===== src/rtl/boot_seq_pkg.sv =====
package boot_seq_pkg;

  typedef enum logic [1:0] {
    BK_NONE = 2'd0,
    BK_BYTE = 2'd1,
    BK_HOST = 2'd2
  } bootKind_e;

  // strobes from control to datapath
  typedef struct packed {
    logic initRegs;
    logic setHold;
    logic issueRead;
    logic takeByte;
    logic commitWord;
  } dpStrobe_t;

  function automatic bootKind_e decodeKind(input logic [2:0] code);
    case (code)
      3'b000, 3'b100: decodeKind = BK_BYTE;
      3'b101:         decodeKind = BK_HOST;
      default:        decodeKind = BK_NONE;
    endcase
  endfunction

  function automatic logic decodeHostCfg(input logic [2:0] code);
    decodeHostCfg = (code == 3'b100) || (code == 3'b101);
  endfunction

endpackage


===== src/rtl/boot_seq_ctrl.sv =====
module boot_seq_ctrl
  import boot_seq_pkg::*;
(
  input  logic      clk,
  input  logic      rstN,
  input  logic [2:0] modePins,
  input  logic      bmValid,
  input  logic      lastByte,
  input  logic      lastWord,
  input  logic      hostWe,
  input  logic      hostAddrZero,
  output dpStrobe_t strb,
  output logic      bmReq,
  output logic      hostCfg,
  output logic      fromExt,
  output logic      inRun
);

  typedef enum logic [2:0] {
    ST_SAMPLE = 3'd0,
    ST_FETCH  = 3'd1,
    ST_WAIT   = 3'd2,
    ST_WRITE  = 3'd3,
    ST_HOST   = 3'd4,
    ST_RUN    = 3'd5
  } state_e;

  state_e state, nxtState;
  bootKind_e pinKind;

  assign pinKind = decodeKind(modePins);

  always_ff @(posedge clk or negedge rstN) begin
    if (!rstN) begin
      state   <= ST_SAMPLE;
      hostCfg <= 1'b0;
      fromExt <= 1'b0;
    end else begin
      state <= nxtState;
      if (state == ST_SAMPLE) begin
        hostCfg <= decodeHostCfg(modePins);
        fromExt <= (pinKind == BK_NONE);
      end
    end
  end

  always_comb begin
    nxtState = state;
    strb     = '0;
    case (state)
      ST_SAMPLE: begin
        strb.initRegs = 1'b1;
        case (pinKind)
          BK_BYTE: begin
            strb.setHold = 1'b1;
            nxtState     = ST_FETCH;
          end
          BK_HOST: nxtState = ST_HOST;
          default: nxtState = ST_RUN;
        endcase
      end
      ST_FETCH: begin
        strb.issueRead = 1'b1;
        nxtState       = ST_WAIT;
      end
      ST_WAIT: begin
        if (bmValid) begin
          strb.takeByte = 1'b1;
          nxtState      = lastByte ? ST_WRITE : ST_FETCH;
        end
      end
      ST_WRITE: begin
        strb.commitWord = 1'b1;
        nxtState        = lastWord ? ST_RUN : ST_FETCH;
      end
      ST_HOST: begin
        if (hostWe && hostAddrZero) nxtState = ST_RUN;
      end
      default: nxtState = ST_RUN;
    endcase
  end

  assign bmReq = strb.issueRead;
  assign inRun = (state == ST_RUN);

  // configuration taken at the sampling edge never moves afterwards
  p_mode_stable_r8: assert property (@(posedge clk) disable iff (!rstN)
    (state != ST_SAMPLE) |=> ($stable(hostCfg) && $stable(fromExt)));

  // a request is followed by a cycle without a request
  p_one_read_r9: assert property (@(posedge clk) disable iff (!rstN)
    bmReq |=> !bmReq);

  // host wait is left only through a write to address 0
  p_host_release_r6: assert property (@(posedge clk) disable iff (!rstN)
    (state == ST_HOST && !(hostWe && hostAddrZero)) |=> (state == ST_HOST));

endmodule


===== src/rtl/boot_seq_dpath.sv =====
module boot_seq_dpath
  import boot_seq_pkg::*;
#(
  parameter int BytesPerWord = 3,
  parameter int PmAddrW      = 11,
  parameter int ExtAddrW     = 14,
  parameter int PageW        = 2,
  parameter int BootWords    = 32
) (
  input  logic                        clk,
  input  logic                        rstN,
  input  dpStrobe_t                   strb,
  input  logic [7:0]                  bmData,
  output logic [PageW+ExtAddrW-1:0]   byteAddr,
  output logic [PmAddrW-1:0]          pmAddr,
  output logic [8*BytesPerWord-1:0]   pmData,
  output logic                        lastByte,
  output logic                        lastWord,
  output logic                        holdBit
);

  localparam int WordW = 8 * BytesPerWord;
  localparam int CntW  = $clog2(BootWords + 1);
  localparam int IdxW  = (BytesPerWord > 1) ? $clog2(BytesPerWord) : 1;
  localparam logic [IdxW-1:0] LastIdx   = IdxW'(BytesPerWord - 1);
  localparam logic [CntW-1:0] CountInit = CntW'(BootWords);

  logic [PageW-1:0]    pageReg;
  logic [ExtAddrW-1:0] extAddr;
  logic [PmAddrW-1:0]  intAddr;
  logic [CntW-1:0]     wordsLeft;
  logic [IdxW-1:0]     byteIdx;
  logic [WordW-1:0]    assembly;

  always_ff @(posedge clk or negedge rstN) begin
    if (!rstN) begin
      pageReg   <= '0;
      extAddr   <= '0;
      intAddr   <= '0;
      wordsLeft <= CountInit;
      byteIdx   <= '0;
      assembly  <= '0;
      holdBit   <= 1'b0;
    end else begin
      if (strb.initRegs) begin
        pageReg   <= '0;
        extAddr   <= '0;
        intAddr   <= '0;
        wordsLeft <= CountInit;
        byteIdx   <= '0;
      end
      if (strb.setHold) holdBit <= 1'b1;
      if (strb.takeByte) begin
        if (BytesPerWord > 1) assembly <= {assembly[WordW-9:0], bmData};
        else                  assembly <= WordW'(bmData);
        extAddr <= extAddr + 1'b1;
        byteIdx <= (byteIdx == LastIdx) ? '0 : byteIdx + 1'b1;
      end
      if (strb.commitWord) begin
        intAddr   <= intAddr + 1'b1;
        wordsLeft <= wordsLeft - 1'b1;
        if (wordsLeft == CntW'(1)) holdBit <= 1'b0;
      end
    end
  end

  assign byteAddr = {pageReg, extAddr};
  assign pmAddr   = intAddr;
  assign pmData   = assembly;
  assign lastByte = (byteIdx == LastIdx);
  assign lastWord = (wordsLeft == CntW'(1));

  // the hold flag drops only on the commit of the final word
  p_hold_release_r3: assert property (@(posedge clk) disable iff (!rstN)
    $fell(holdBit) |-> $past(strb.commitWord && wordsLeft == CntW'(1)));

  // each committed word advances the program address by one
  p_int_addr_step_r1: assert property (@(posedge clk) disable iff (!rstN)
    (strb.commitWord && !strb.initRegs) |=> (intAddr == $past(intAddr) + 1'b1));

  // byte position inside a word stays in range
  p_byte_idx_range_r2: assert property (@(posedge clk) disable iff (!rstN)
    byteIdx <= LastIdx);

endmodule


===== src/rtl/boot_seq_top.sv =====
module boot_seq_top
  import boot_seq_pkg::*;
#(
  parameter int BytesPerWord = 3,
  parameter int PmAddrW      = 11,
  parameter int ExtAddrW     = 14,
  parameter int PageW        = 2,
  parameter int BootWords    = 32,
  localparam int ByteAddrW   = PageW + ExtAddrW,
  localparam int WordW       = 8 * BytesPerWord
) (
  input  logic                 clk,
  input  logic                 rstN,
  input  logic [2:0]           modePins,
  output logic                 bmReq,
  output logic [ByteAddrW-1:0] bmAddr,
  input  logic [7:0]           bmData,
  input  logic                 bmValid,
  output logic                 pmWe,
  output logic [PmAddrW-1:0]   pmAddr,
  output logic [WordW-1:0]     pmData,
  input  logic                 hostWe,
  input  logic [PmAddrW-1:0]   hostAddr,
  output logic                 coreRun,
  output logic                 coreFromExt,
  output logic                 hostMode
);

  dpStrobe_t            strb;
  logic                 lastByte, lastWord, holdBit, inRun;
  logic [ByteAddrW-1:0] byteAddr;

  boot_seq_ctrl u_ctrl (
    .clk          (clk),
    .rstN         (rstN),
    .modePins     (modePins),
    .bmValid      (bmValid),
    .lastByte     (lastByte),
    .lastWord     (lastWord),
    .hostWe       (hostWe),
    .hostAddrZero (hostAddr == '0),
    .strb         (strb),
    .bmReq        (bmReq),
    .hostCfg      (hostMode),
    .fromExt      (coreFromExt),
    .inRun        (inRun)
  );

  boot_seq_dpath #(
    .BytesPerWord (BytesPerWord),
    .PmAddrW      (PmAddrW),
    .ExtAddrW     (ExtAddrW),
    .PageW        (PageW),
    .BootWords    (BootWords)
  ) u_dpath (
    .clk      (clk),
    .rstN     (rstN),
    .strb     (strb),
    .bmData   (bmData),
    .byteAddr (byteAddr),
    .pmAddr   (pmAddr),
    .pmData   (pmData),
    .lastByte (lastByte),
    .lastWord (lastWord),
    .holdBit  (holdBit)
  );

  // host configuration: only bit 0 leaves the block
  assign bmAddr  = hostMode ? {{(ByteAddrW-1){1'b0}}, byteAddr[0]} : byteAddr;
  assign pmWe    = strb.commitWord;
  assign coreRun = inRun && !holdBit;

  // a running core sees no loader traffic
  p_quiet_after_run_r10: assert property (@(posedge clk) disable iff (!rstN)
    coreRun |-> (!pmWe && !bmReq));

  // upper byte-address bits stay low in host configuration
  p_host_a0_only_r4: assert property (@(posedge clk) disable iff (!rstN)
    (bmReq && hostMode) |-> (bmAddr[ByteAddrW-1:1] == '0));

  // no write lands while the core is enabled
  p_stall_during_load_r3: assert property (@(posedge clk) disable iff (!rstN)
    pmWe |-> !coreRun);

endmodule


===== config.mk =====
export PLATFORM = sky130hd
export DESIGN_NAME = boot_seq_top
export DESIGN_NICKNAME = d
export VERILOG_FILES = /design/src/rtl/boot_seq_pkg.sv /design/src/rtl/boot_seq_ctrl.sv /design/src/rtl/boot_seq_dpath.sv /design/src/rtl/boot_seq_top.sv
export SDC_FILE = /design/constraint.sdc
export NUM_CORES = 1
export LEC_CHECK = 0
export CAP_MARGIN = 20
export CELL_PAD_IN_SITES_DETAIL_PLACEMENT = 1
export CELL_PAD_IN_SITES_GLOBAL_PLACEMENT = 2
export CORE_ASPECT_RATIO = 0.9
export CORE_MARGIN = 4
export CORE_UTILIZATION = 30
export CTS_BUF_LIST = sky130_fd_sc_hd__clkbuf_16
export CTS_CLUSTER_SIZE = 14
export DETAILED_ROUTE_END_ITERATION = 6
export GPL_TIMING_DRIVEN = 0
export PLACE_DENSITY_LB_ADDON = 0.15
export SYNTH_ARGS = -nofsm -noshare
export SYNTH_HDL_FRONTEND = slang
export SYNTH_SLANG_ARGS = --single-unit

===== constraint.sdc =====
create_clock -name clk -period 3.7 [get_ports clk]
set_input_delay 0.74 -clock clk [delete_from_list [all_inputs] [get_ports clk]]
set_output_delay 0.74 -clock clk [all_outputs]
set_load 0.05 [all_outputs]

==> flow_summary.ini, run 1 <==
[power_and_ir_drop]
power.share.combinational_pct = 30.8
internal_power_uw = 1700
vdd_drop_max_uv = 236
pwr-share-seq_pct = 35.6
switching_power_uw = 980
finalPower_uw = 2680
sw_frac_of_total_pct = 36.5
cellLeakagePower_uw = 0.00198
power_frac_clock_pct = 33.6
p_per_area_nw_per_um2 = 636

[cts]
cts_made_buffers = 9
clockRootBuffer = clkbuf_16
clock_latency_ns = 0.33
post_cts_buffers = 0
hold_buffers = 0
cts_htree_levels = 3
cts-resized-gates = 0
cts_tree = done
numClockSinks = 63
clockBufferDepth = 2
path_clk_slew_ns = 0.06

[route]
ant_nets = 0
post_drt_via_cell_ratio = 4.77
drtPass1Iterations = 4
drc = 0
vias = 2618
finalWirelength_mm = 8.27
drt_iter0_markers = 78
wl_per_cell_um = 15.1

[placed_design]
port_buffers = 79
place.gp.congestion = 0.733
hpwlAfterDp_mm = 5.86
placed_area_um2 = 3900

[min_path]
hold-path-endpoint = u_dpath.pmData[19]
holdPathStages = 2
hold_path_class = register to register
hold_path_startpoint = u_dpath.pmData[19]

[critical_path]
cpPeakStageDelay_ns = 0.84
cp_cell_sequence = buf_6 -> nand3b_1 -> inv_2 -> buf_2 -> clkdlybuf4s50_1
rr_startpoint = u_dpath.pmAddr[0]
reg2reg_depth = 6
crit_slowest_cell = clkdlybuf4s50_1
r2r_slack_ns = 2.00
critPathKind = register to output port
critPathArrivalTime_ns = 2.32
path_max_fanout = 10
rr_endpoint = u_dpath.pmAddr[10]
endpoint_kind = output port
worstPathRequired_ns = 2.96
startpoint_type = register

[floorplanning]
die_w_um = 113
start_util_pct = 30.7
core_area_um2 = 9610
ios = 82
rows = 34
die_area_um2 = 11500
die_h_um = 102

[layout]
mostFrequentLayoutCell = nand2_1
nets = 448
final_cell_mix = 107 x nand2_1, 78 x clkdlybuf4s50_1, 62 x dfrtp_1
syn_to_final_growth_pct = 42.9
fin_area_um2 = 4210
n_antenna_cell = 0
drive_above_1_share_pct = 7.33

[job]
drv_cap = 0

[sta]
fin_worst_skew_ns = 0.0101
finalHoldViolCount = 0
hold_slack_ns = 0.472
period_minus_slack_ns = 3.06
worst_pin_slew_ns = 0.831
rsz0062_at_grt = no
setup_viol = 0
drv_slew = 0
maxSlewHeadroom_pct = 44.6
finalCritPeriodShare_pct = 82.6
max_freq_mhz = 327

[grt]
grt_pass1_vias = 2636
grt_first_pass_wirelength_mm = 13.5
grt_usage_pct = 14.9
antenna_found_initial = 0
grt_max_degree = 64
overflow = 0

[synthesis]
synth_cells = 327
syn_avg_cell_area_um2 = 9.02
synth_cell_type_count = 39
synth-seq-cells = 63
yosys_warnings = 0
synthesis.area_um2 = 2950
ys_seq_area_share_pct = 53.5

[outcome]
status = finished clean
==> worst max path at each step <==
stage,from,endpoint,slack [ns],depth (start not counted)
after floorplan,u_ctrl.state[1],coreRun,1.25,3
after global placement,rstN,u_dpath.pmAddr[4],-0.42,1
after detailed placement,u_ctrl.state[2],pmWe,0.95,5
after CTS,u_ctrl.state[2],pmWe,0.59,5
after global routing,u_ctrl.state[2],pmWe,0.50,5
final,u_ctrl.state[2],pmWe,0.64,5
==> cell families after synthesis <==
kind of cell,after synthesis,synth area share [%]
simple gates,175,26.9
flops,63,53.5
compound gates,46,9.42
buf+inv,26,4.37
mux,11,3.73
fa+ha+maj,4,1.70
other cells,1,0.127
xor+xnor,1,0.297
==> routing by layer <==
layer	part of all wire [%]	wire length [um]	GRT usage [%]
met5	0	0	0
met4	1.2	97	5.55
met1	48	3930	19.2
met2	48	3940	24.5
met3	3.7	305	3.97
==> cell usage after synthesis <==
library cell  count  area share [%]
o31ai_1           5             1.3
o32a_1            1            0.34
a311oi_1          1            0.30
nand3_1          10             1.7
nor4b_1           2            0.59
dfstp_2           1            0.89
and2_1            3            0.64
nand4bb_1         1            0.38
o21ai_1           1            0.17
nor3_1            3            0.51
or3_1             2            0.42
buf_6             1            0.38
o22ai_1           1            0.21
nand4_1           4            0.85
nor4_1            3            0.64
buf_4             4             1.0
nor2_1           15             1.9
mux2i_1          11             3.7
a31o_2            1            0.30
a21oi_1           6             1.0
o21ai_0          21             3.6
a41oi_1           2            0.59
clkbuf_1          7            0.89
nand3b_1          2            0.51
a31oi_1           5             1.1
conb_1            1            0.13
nor4bb_1          1            0.34
and3_1            7             1.5
inv_2             1            0.13
dfrtp_1          62              53
ha_1              4             1.7
nand2_1         107              14
inv_1             6            0.76
a22o_1            2            0.59
nor2b_1          13             2.8
nand4b_1          1            0.30
buf_2             7             1.2
nand2b_1          1            0.21
xor2_1            1            0.30
==> per-stage QoR <==
step	worst slack [ns]	util, %	setup TNS (ns)	instances
final	0.645	43.8	0	549
after global routing	0.502	43.8	0	549
after CTS	0.591	43.8	0	549
after detailed placement	0.954	40.6	0	533
after global placement	-0.421	40.6	-25.83	533
after floorplan	1.25	-	0	328
==> final cells by class <==
cell class,count,area [um2]
fillers,1129,5400
flip-flops and latches,63,1580
multi-input cells,239,1250
repair buffers,79,788
clock buffers,9,225
well taps,126,158
plain buffers,19,103
clock inverters,7,88.8
inverters,7,26.3
==> sequential cells by signal, indices dropped and copies added, names as in the netlist <==
| signal | cells |
|---|---|
| u_dpath.extAddr | 14 |
| u_ctrl.fromExt | 1 |
| u_ctrl.hostCfg | 1 |
| u_dpath.wordsLeft | 6 |
| u_dpath.pmAddr | 11 |
| u_ctrl.state | 3 |
| u_dpath.pmData | 24 |
| u_dpath.byteIdx | 2 |
| u_dpath.holdBit | 1 |
==> critical path, delay by kind of cell (launching register included) <==
kind,cells,cell delay (ns)
flops,1,0.38
buf+inv,4,1.39
simple gates,1,0.22
==> power by group through the flow <==
stage	sequential (uW)	combinational (uW)	clock [uW]
after CTS	957	841	923
after floorplan	1060	424	0
after detailed placement	968	839	0
after global placement	964	824	0
final	954	826	901
after global routing	982	892	956
Power figures use the tool's default switching activity.
==> inputs of run 2 (changes only) <==
--- a/config.mk
+++ b/config.mk
@@ -10,7 +10,7 @@
 export CELL_PAD_IN_SITES_GLOBAL_PLACEMENT = 2
 export CORE_ASPECT_RATIO = 0.9
 export CORE_MARGIN = 4
-export CORE_UTILIZATION = 30
+export CORE_UTILIZATION = 25
 export CTS_BUF_LIST = sky130_fd_sc_hd__clkbuf_16
 export CTS_CLUSTER_SIZE = 14
 export DETAILED_ROUTE_END_ITERATION = 6
==> constraint.sdc (replaced) <==
create_clock -name clk -period 2.55 [get_ports clk]
set_input_delay 0.51 -clock clk [delete_from_list [all_inputs] [get_ports clk]]
set_output_delay 0.51 -clock clk [all_outputs]
set_load 0.05 [all_outputs]
==> run 2 against run 1 <==
Combinational power increased by 42%; utilization down 6.2 points; hold slack lost 0.32 ns; flip-flop and latch count is the same; highest routed layer unchanged.
==> flow_summary.ini, run 2 (synthesized netlist as in run 1, its figures left out) <==
[outcome]
status = finished clean

[route]
vias = 2623
post_drt_via_cell_ratio = 4.52
finalWirelength_mm = 8.58
ant_nets = 0
drt_iter0_markers = 115
drtPass1Iterations = 4
wl_per_cell_um = 14.8
drc = 0

[critical_path]
critPathArrivalTime_ns = 1.96
endpoint_kind = output port
path_max_fanout = 10
startpoint_type = register
cp_cell_sequence = buf_2 -> nand2b_1 -> nor2_1 -> clkdlybuf4s50_1
worstPathRequired_ns = 2.04
cpPeakStageDelay_ns = 0.82
crit_slowest_cell = clkdlybuf4s50_1
critPathKind = register to output port

[cts]
path_clk_slew_ns = 0.05
clockBufferDepth = 2
numClockSinks = 63
clockRootBuffer = clkbuf_16
cts_made_buffers = 9
clock_latency_ns = 0.33
cts_htree_levels = 3
cts_tree = done
post_cts_buffers = 0
hold_buffers = 0
cts-resized-gates = 13

[layout]
fin_area_um2 = 4320
final_cell_mix = 107 x nand2_1, 67 x clkdlybuf4s50_1, 62 x dfrtp_1
mostFrequentLayoutCell = nand2_1
num-fill-cells = 1379
nets = 449
syn_to_final_growth_pct = 46.3
final_core_utilization_pct = 37.6
drive_above_1_share_pct = 8.25
largest_reg_flops = 24
n_antenna_cell = 0

[power_and_ir_drop]
vdd_drop_max_uv = 416
cellLeakagePower_uw = 0.00206
p_per_area_nw_per_um2 = 940
finalPower_uw = 4060

[grt]
grt_pass1_vias = 2776
overflow = 0
grt_usage_pct = 13.3
antenna_found_initial = 0
grt_max_degree = 64
grt_first_pass_wirelength_mm = 14.3

[sta]
finalCritPeriodShare_pct = 96.9
period_minus_slack_ns = 2.47
rsz0062_at_grt = no
finalHoldViolCount = 0
maxSlewHeadroom_pct = 59.8
setup_viol = 0
fin_worst_skew_ns = 0.00587
worst_pin_slew_ns = 0.600
max_freq_mhz = 405
drv_slew = 0

[min_path]
hold_path_class = input pin to asynchronous set/reset pin

[placed_design]
hpwlAfterDp_mm = 6.12
place.gp.congestion = 0.775
placed_area_um2 = 3960
port_buffers = 79

[floorplanning]
die_area_um2 = 13600
die_w_um = 122
rows = 37
start_util_pct = 25.7
die_h_um = 111
ios = 82
core_area_um2 = 11500

[job]
drv_cap = 0
[run 2: metal layers]
layer | GRT usage [%] | up-vias | share of wire [%]
li1 | - | 1277 | -
met1 | 17.2 | 1283 | 46
met2 | 21.2 | 53 | 47
met3 | 4.23 | 10 | 5.3
met4 | 4.03 | 0 | 1.4
met5 | 0 | - | 0
[run 2: power breakdown]
group / switching, uW / internal [uW] / total [uW]
Sequential: 193 / 1190 / 1390
Clock: 453 / 1050 / 1500
Combinational: 773 / 397 / 1170
[run 2: worst paths after layout]
kind | startpoint | end | slack, ns | cells after the start
max in group asynchronous | rstN | u_dpath.wordsLeft[5] | 2.05 | 2
worst max-delay path | u_ctrl.state[1] | bmReq | 0.08 | 4
min in group clk | u_dpath.pmData[18] | u_dpath.pmData[18] | 0.47 | 2
worst max register to register | u_dpath.pmAddr[0] | u_dpath.pmAddr[10] | 0.80 | 6
worst min register to register | u_dpath.pmData[18] | u_dpath.pmData[18] | 0.47 | 2
worst min-delay path | rstN | u_dpath.pmData[0] | 0.15 | 2
[run 2: metrics by stage]
stage / setup TNS, ns / hold WS (ns) / setup WS, ns / instances
floorplan: 0 / 0.214 / 0.330 / 328
global placement: -93.57 / 0.460 / -1.50 / 563
detailed placement: 0 / 0.462 / 0.0102 / 564
CTS: 0 / 0.191 / 0.0546 / 580
global route: 0 / 0.178 / 0.00125 / 580
finish: 0 / 0.148 / 0.0794 / 580
[run 2: final cells by class]
type | instances | area [um2] | share of cell area [%]
clock buffers | 9 | 225 | 5.22
plain buffers | 19 | 104 | 2.41
repair buffers | 80 | 806 | 18.7
flip-flops and latches | 63 | 1580 | 36.6
inverters | 7 | 26.3 | 0.609
well taps | 156 | 195 | 4.52
clock inverters | 7 | 135 | 3.13
multi-input cells | 239 | 1250 | 28.9
[run 2: critical path, delay by kind of cell, from the launching register on]
family / cells / cell delay, ns
flops: 1 / 0.35
simple gates: 2 / 0.30
buf+inv: 2 / 0.99
